### src/rtl/mq_pkg.sv
package mq_pkg;
    typedef enum logic [1:0] {
        OCC_EMPTY = 2'd0,
        OCC_PART  = 2'd1,
        OCC_FULL  = 2'd2
    } occ_e;
endpackage

### src/rtl/mq_occ_ctrl.sv
module mq_occ_ctrl
    import mq_pkg::*;
#(
    parameter int DEPTH = 16,
    parameter int AW    = $clog2(DEPTH),
    parameter int LW    = AW + 1
) (
    input  logic          clk,
    input  logic          rst_n,
    input  logic          wr_en,
    input  logic          rd_en,
    input  logic          xchg_en,
    input  logic [AW-1:0] xchg_a,
    input  logic [AW-1:0] xchg_b,
    output logic          push,
    output logic          pop,
    output logic          xchg_do,
    output logic [LW-1:0] level,
    output logic          full,
    output logic          empty
);
    localparam logic [LW-1:0] LVL_MAX = LW'(DEPTH);

    occ_e          state_q, state_n;
    logic [LW-1:0] level_q, level_n;

    // state register
    always_ff @(posedge clk or negedge rst_n) begin
        if (!rst_n) begin
            state_q <= OCC_EMPTY;
            level_q <= '0;
        end else begin
            state_q <= state_n;
            level_q <= level_n;
        end
    end

    // accept decisions and next state
    always_comb begin
        push    = 1'b0;
        pop     = 1'b0;
        xchg_do = 1'b0;
        full    = 1'b0;
        empty   = 1'b0;
        unique case (state_q)
            OCC_EMPTY: begin
                empty = 1'b1;
                push  = wr_en && !xchg_en;
            end
            OCC_PART: begin
                push = wr_en && !xchg_en;
                pop  = rd_en && !xchg_en;
            end
            OCC_FULL: begin
                full = 1'b1;
                pop  = rd_en && !xchg_en;
                push = wr_en && rd_en && !xchg_en;
            end
            default: begin
                empty = 1'b1;
            end
        endcase
        xchg_do = xchg_en && ({1'b0, xchg_a} < level_q) && ({1'b0, xchg_b} < level_q);
        level_n = level_q + LW'(push) - LW'(pop);
        if (level_n == '0)
            state_n = OCC_EMPTY;
        else if (level_n == LVL_MAX)
            state_n = OCC_FULL;
        else
            state_n = OCC_PART;
    end

    assign level = level_q;
endmodule

### src/rtl/mq_ring.sv
module mq_ring #(
    parameter int DEPTH = 16,
    parameter int DW    = 16,
    parameter int AW    = $clog2(DEPTH)
) (
    input  logic          clk,
    input  logic          rst_n,
    input  logic          push,
    input  logic          pop,
    input  logic          xchg_do,
    input  logic [AW-1:0] xchg_a,
    input  logic [AW-1:0] xchg_b,
    input  logic [DW-1:0] wr_data,
    output logic [DW-1:0] rd_data
);
    logic [DW-1:0] mem [DEPTH];
    logic [AW-1:0] head_q, tail_q;
    logic [AW-1:0] slot_a, slot_b;

    assign slot_a = head_q + xchg_a;
    assign slot_b = head_q + xchg_b;

    always_ff @(posedge clk or negedge rst_n) begin
        if (!rst_n) begin
            head_q <= '0;
            tail_q <= '0;
        end else begin
            if (push) tail_q <= tail_q + 1'b1;
            if (pop)  head_q <= head_q + 1'b1;
        end
    end

    always_ff @(posedge clk) begin
        if (xchg_do) begin
            mem[slot_a] <= mem[slot_b];
            mem[slot_b] <= mem[slot_a];
        end else if (push) begin
            mem[tail_q] <= wr_data;
        end
    end

    assign rd_data = mem[head_q];
endmodule

### src/rtl/mq_rate_mon.sv
module mq_rate_mon #(
    parameter int CW = 16,
    parameter int WW = 16
) (
    input  logic                 clk,
    input  logic                 rst_n,
    input  logic                 push,
    input  logic [WW-1:0]        win_len,
    output logic [CW-1:0]        rate_count,
    output logic signed [CW:0]   rate_delta,
    output logic                 rate_valid
);
    logic [WW-1:0] tick_q;
    logic [CW-1:0] cnt_q, prev_q, cur;
    logic [WW-1:0] last_tick;
    logic          win_end;

    assign last_tick = (win_len == '0) ? '0 : win_len - 1'b1;
    assign win_end   = (tick_q >= last_tick);
    assign cur       = cnt_q + CW'(push);

    always_ff @(posedge clk or negedge rst_n) begin
        if (!rst_n) begin
            tick_q     <= '0;
            cnt_q      <= '0;
            prev_q     <= '0;
            rate_count <= '0;
            rate_delta <= '0;
            rate_valid <= 1'b0;
        end else if (win_end) begin
            tick_q     <= '0;
            cnt_q      <= '0;
            prev_q     <= cur;
            rate_count <= cur;
            rate_delta <= $signed({1'b0, cur}) - $signed({1'b0, prev_q});
            rate_valid <= 1'b1;
        end else begin
            tick_q     <= tick_q + 1'b1;
            cnt_q      <= cur;
            rate_valid <= 1'b0;
        end
    end
endmodule

### src/rtl/mon_fifo.sv
module mon_fifo #(
    parameter int DEPTH = 16,
    parameter int DW    = 16,
    parameter int CW    = 16,
    parameter int WW    = 16,
    parameter int AW    = $clog2(DEPTH),
    parameter int LW    = AW + 1
) (
    input  logic                clk,
    input  logic                rst_n,
    input  logic                wr_en,
    input  logic [DW-1:0]       wr_data,
    input  logic                rd_en,
    output logic [DW-1:0]       rd_data,
    output logic [LW-1:0]       level,
    output logic                full,
    output logic                empty,
    input  logic [LW-1:0]       lvl_thresh,
    output logic                lvl_hit,
    input  logic                xchg_en,
    input  logic [AW-1:0]       xchg_a,
    input  logic [AW-1:0]       xchg_b,
    input  logic [WW-1:0]       win_len,
    output logic [CW-1:0]       rate_count,
    output logic signed [CW:0]  rate_delta,
    output logic                rate_valid
);
    logic push, pop, xchg_do;

    mq_occ_ctrl #(.DEPTH(DEPTH)) u_ctrl (
        .clk(clk), .rst_n(rst_n), .wr_en(wr_en), .rd_en(rd_en),
        .xchg_en(xchg_en), .xchg_a(xchg_a), .xchg_b(xchg_b),
        .push(push), .pop(pop), .xchg_do(xchg_do),
        .level(level), .full(full), .empty(empty)
    );

    mq_ring #(.DEPTH(DEPTH), .DW(DW)) u_ring (
        .clk(clk), .rst_n(rst_n), .push(push), .pop(pop),
        .xchg_do(xchg_do), .xchg_a(xchg_a), .xchg_b(xchg_b),
        .wr_data(wr_data), .rd_data(rd_data)
    );

    mq_rate_mon #(.CW(CW), .WW(WW)) u_rate (
        .clk(clk), .rst_n(rst_n), .push(push), .win_len(win_len),
        .rate_count(rate_count), .rate_delta(rate_delta), .rate_valid(rate_valid)
    );

    assign lvl_hit = (level >= lvl_thresh);
endmodule

### config.mk
export PLATFORM = sky130hd
export DESIGN_NAME = mon_fifo
export DESIGN_NICKNAME = d
export VERILOG_FILES = /design/src/rtl/mq_pkg.sv /design/src/rtl/mq_occ_ctrl.sv /design/src/rtl/mq_ring.sv /design/src/rtl/mq_rate_mon.sv /design/src/rtl/mon_fifo.sv
export SDC_FILE = /design/constraint.sdc
export NUM_CORES = 1
export LEC_CHECK = 0
export ABC_AREA = 0
export BUFFER_PORTS_ARGS = -buffer_cell sky130_fd_sc_hd__buf_2
export CAP_MARGIN = 30
export CORE_ASPECT_RATIO = 1.1
export CORE_MARGIN = 2
export CORE_UTILIZATION = 55
export DETAILED_ROUTE_END_ITERATION = 7
export GPL_TIMING_DRIVEN = 0
export PLACE_DENSITY = 0.83
export REMOVE_ABC_BUFFERS = 1
export SETUP_SLACK_MARGIN = 0.05
export SYNTH_ARGS = -nofsm -noshare
export SYNTH_HDL_FRONTEND = slang
export SYNTH_HIERARCHICAL = 1
export SYNTH_SLANG_ARGS = --single-unit
### constraint.sdc
create_clock -name clk -period 6 [get_ports clk]
set_input_delay 1.8 -clock clk [delete_from_list [all_inputs] [get_ports clk]]
set_output_delay 1.8 -clock clk [all_outputs]
set_load 0.05 [all_outputs]
* Word-level counts from Yosys, hierarchy flattened *
Memory sizes are Yosys's and may differ from the RTL's.
Cells that the tools add are included.

storage, ports and cells
  bits in registers = 81
  RAM bits = 256
  input bits = 50
  output and inout port bits = 58
  word-level logic and storage cells = 58
  memories = 1

operators by class
  add/subtract/negate cells = 10
  order comparisons = 4
  eq/ne operators = 3
  muxes and demuxes = 18
  reduce and logical (&&, ||, !) cells = 13

memory list
  name        depth  width  rd ports  clocked after memory_dff  write ports  RTL line       RTL
  u_ring.mem  16     16     3         0                         2            mq_ring.sv:16  logic [DW-1:0] mem [DEPTH];

operators with widths
  cell                     number
  $mux W16                 4
  $sub A16 B16 Y17         1
  $add A16 B1 Y16          1
  $add A16 B1 Y16 const B  1
  $ge A16 B16 Y1           1
  $logic_not A16 Y1        1
  $reduce_or A16 Y1        1
  $sub A16 B1 Y16 const B  1
  $lt A4 B5 Y1             2
  $mux W1                  10
  $add A4 B1 Y4 const B    2
  $add A4 B4 Y4            2
  $logic_and A1 B1 Y1      6
  $add A5 B1 Y5            1
  $eq A5 B5 Y1 const B     1
  $ge A5 B5 Y1             1
  $logic_not A5 Y1         1
  $sub A5 B1 Y5            1
  $mux W2                  2
  $mux W4                  1
  $reduce_or A2 Y1         2
  $eq A2 B1 Y1 const B     1
  $eq A2 B2 Y1 const B     1
  $logic_not A2 Y1         1
  other kinds (2)          2

* Logic depth before layout (Yosys ltp) *
  depth in word-level cells = 8
  gate-level depth with buffers = 17
  mapped depth without buffers = 17

* Hierarchy *
Netlist, hierarchy kept.

by module, submodules not included
  module       times used  cells each  area each (um2)  sequential area each (um2)
  mq_ring      1           1066        17952.2          7887.6
  mq_rate_mon  1           453         4162.7           1651.6
  mq_occ_ctrl  1           58          570.5            175.2
  mon_fifo     1           16          115.1            0.0

* Least setup slack after synthesis *
Ideal clock, no wire load.

  path type = in2reg
  start = input xchg_a[0]
  end = memory u_ring.mem[1][0] (enable)
  setup time = 0.411 ns
  arrival = 4.611 ns
  data required time = 5.589 ns
  slack = 0.978 ns
  stages = 7
  path buffers = 1
  path through = ha_1 -> fa_1 -> xnor2_2 -> buf_2 -> nand2_1 -> o32a_1 -> o21ai_0

RTL lines
  element          RTL line        RTL
  start, declared  mon_fifo.sv:21  input logic [AW-1:0] xchg_a,
  end, declared    mq_ring.sv:16

==> flow_metrics.tcl <==
set metrics [dict create \
    run_status "finished clean" \
    dr.pass1.iters 5 \
    setup_total_negative_slack_ps 0 \
    dp_cells 2170 \
    critical_path_peak_fanout 41 \
    synth_warnings 6 \
    die_w_um 198.1 \
    portBuffers 107 \
    maximum_capacitance_violations 0 \
    insertedDiodeCount 0 \
    critical_path.cell_chain "buf_2 -> ha_2 -> fa_4 -> buf_16 -> nand2_1 -> nor2_1 -> and3_2 -> o21bai_2 -> buf_6 -> buf_6" \
    cell_area_synth_sq_um 22800 \
    synth_edf_count 256 \
    floorplan.io_pins 108 \
    crit_family "adder cells" \
    final_weighted_congestion_of_routability_driven_global_placement 0.7969 \
    layout.area.seq_sq_um 9723 \
    syn_area_per_cell_sq_um 14.31 \
    grt_usage_pct 29.48 \
    layout.cells.non_filler 2241 \
    timing_hold_violations_final 0 \
    detail_route.iter0.violations 1367 \
    fp-row-count 78 \
    floorplan.die_area_sq_um 43100 \
    wire_length_of_the_first_global_routing_pass_um 94700 \
    cts_sinks 337 \
    seq_area_frac_synth_pct 42.61 \
    slowest_delay_ps 1220 \
    cts-root-buf "clkbuf_16" \
    detail_route.drc_violations 0 \
    die-height_um 217.5 \
    dp_worst_setup_slack_ps -47.79 \
    critPathBufInv 4 \
    layout.cells.most_common_list "mux2i_1 (288), edfxtp_1 (256), mux4_2 (208)" \
    total_gr_overflow 0 \
    grt_antenna_before_repair 0 \
    rsz_0062_raised_after_global_routing "no" \
    clkSlewWorstSetupHoldPaths_ps 60 \
    maxSlewHeadroom_pct 28.65 \
    cp.required_ps 6240 \
    ys_async_sr_fraction_pct 24.04 \
    vias 15470 \
    cts_max_path_buffers 3 \
    cts_repair_resize_count 0 \
    finish.net_count 1769 \
    min_period_over_period_pct 92.75 \
    clock_insertion_delay_worst_skew_ps 560 \
    highest_delay_cell_along_the_critical_path "fa_4" \
    routed_via_density 6.901 \
    fillCellCount 2891 \
    critPathMostFrequentCell "buf_6" \
    wl_per_cell_um 27.79 \
    fin_crit_ps 5565 \
    multi_input_area_sq_um 12380 \
    max_freq_ghz 0.1797 \
    crit_arrival_ps 5810 \
    critPathLaunchType "input port" \
    ys_dominant_reg_cell "edfxtp_1" \
    synthToLayoutAreaGrowth_pct 12.63 \
    dp_hpwl_um 40870 \
    fin_util_pct 62.50 \
    grt_max_degree 62 \
    grt_pass1_vias 15990 \
    cts_buffers 39 \
    crit_path_end_kind "flop" \
    report.final.setup_viol 0 \
    cts.repair_timing.setup_buffer_count 0 \
    postRouteWirelength_um 62280 \
    netlist-cell-type-count 68 \
    tightestPinTransition_ps 1066 \
    layout.cells.most_common "mux2i_1" \
    ant_nets 0 \
    layout-drive-gt1-share_pct 32.36 \
    fp.coreArea_sq_um 41090 \
    synth-seq-cells 337 \
    initial_core_util_pct 55.49 \
    clock-skew-final_ps 20.94 \
    timing_max_transition_violations_final 0 \
    postLayoutSetupSlackWorst_ps 435.3 \
    number_of_levels_in_the_clock_h_tree 2 \
    critical_path_class "in -> reg" \
    holdBufCountCts 0 \
    synth_cells 1593 \
    timing.hold.worst.class "reg -> reg" \
    clock_tree_from_tritoncts "done" \
]
per-stage QoR:
| step | hold WS (ps) | area (sq um) |
|---|---|---|
| CTS | 486.2 | 25650 |
| global route | 506.5 | 25680 |
| detailed placement | 468.8 | 24460 |
| finish | 487.2 | 25680 |
| global placement | 462.2 | 23260 |
| floorplan | 446.1 | 22030 |
flip-flops by register name (all words and copies together), names as in the netlist:
name / cells
u_ring/head_q: 4
u_rate/cnt_q: 16
u_rate/rate_valid: 1
u_ring/mem: 256
u_ctrl/state_q: 2
u_rate/tick_q: 16
u_ring/tail_q: 4
u_rate/rate_count: 16
u_ctrl/level: 5
u_rate/rate_delta: 17
area by class of cell:
type,instances,area share [%]
Timing Repair Buffer,157,5.988
Inverter,39,0.5701
Tap cell,560,2.729
Clock inverter,20,0.6090
Multi-Input combinational cell,1078,48.20
Clock buffer,50,4.039
Sequential cell,337,37.86
routing by layer:
layer / GRT usage, % / wire (um) / vias up
met3: 6.465 / 6865 / 246
met4: 15.19 / 3501 / 0
li1: - / - / 6413
met2: 47.45 / 29340 / 1046
met5: 0 / 0 / -
met1: 37.71 / 22580 / 7761
final timing paths:
kind,startpoint,end,slack (ps),cells after the start
setup / recovery,xchg_b[0],u_ring/mem[14][9],440,10
hold / removal,u_rate/rate_delta[16],u_rate/rate_delta[16],490,1
setup reg to reg,u_ring/head_q[0],u_ring/mem[14][9],1270,9
hold reg to reg,u_rate/rate_delta[16],u_rate/rate_delta[16],490,1
max in group asynchronous,rst_n,u_rate/rate_count[5],4240,2
min in group asynchronous,rst_n,u_ctrl/state_q[1],1170,1
synthesized netlist by cell type (3+ instances only):
cell type	number	area [sq um]
nor3b_1	4	30.03
buf_4	22	165.2
buf_6	10	112.6
clkbuf_1	24	90.09
buf_1	9	33.78
mux2i_1	288	2883
o21ai_1	6	30.03
o21a_1	5	37.54
mux2_2	52	585.6
ha_1	63	788.3
a21oi_2	9	78.83
xnor2_1	36	315.3
xor2_1	30	262.8
buf_2	74	370.4
a21oi_1	32	160.2
nor3_1	9	45.04
nand2_1	60	225.2
nor2_1	55	206.5
edfxtp_1	256	7687
nand3b_1	3	22.52
nand4_1	11	68.82
and2_1	19	118.9
o221ai_4	15	394.1
mux4_2	208	4684
or3_1	5	31.28
dfrtp_1	81	2027
o21ai_0	25	125.1
inv_1	38	142.6
nor2b_1	8	50.05
a21o_1	8	60.06
nand2b_1	28	175.2
fa_1	4	80.08
nand3_1	26	130.1
nor4_1	6	37.54
and3_1	12	75.07
o21bai_1	9	67.56
logic make-up (layout without fill, tap and decap cells):
group,Yosys count,after routing,synth area share [%]
buffers and inverters,178,266,4.028
adders and majority gates,67,67,3.808
xor gates and xnor gates,69,69,2.749
and+or+nand+nor,253,253,5.586
DFF,337,337,42.61
AOI/OAI and AO/OA,139,139,5.367
muxes,550,550,35.86
Power is left out: the tool's default activity adds up to more than one toggle a clock period on the data nets, which glitch-free logic cannot reach.
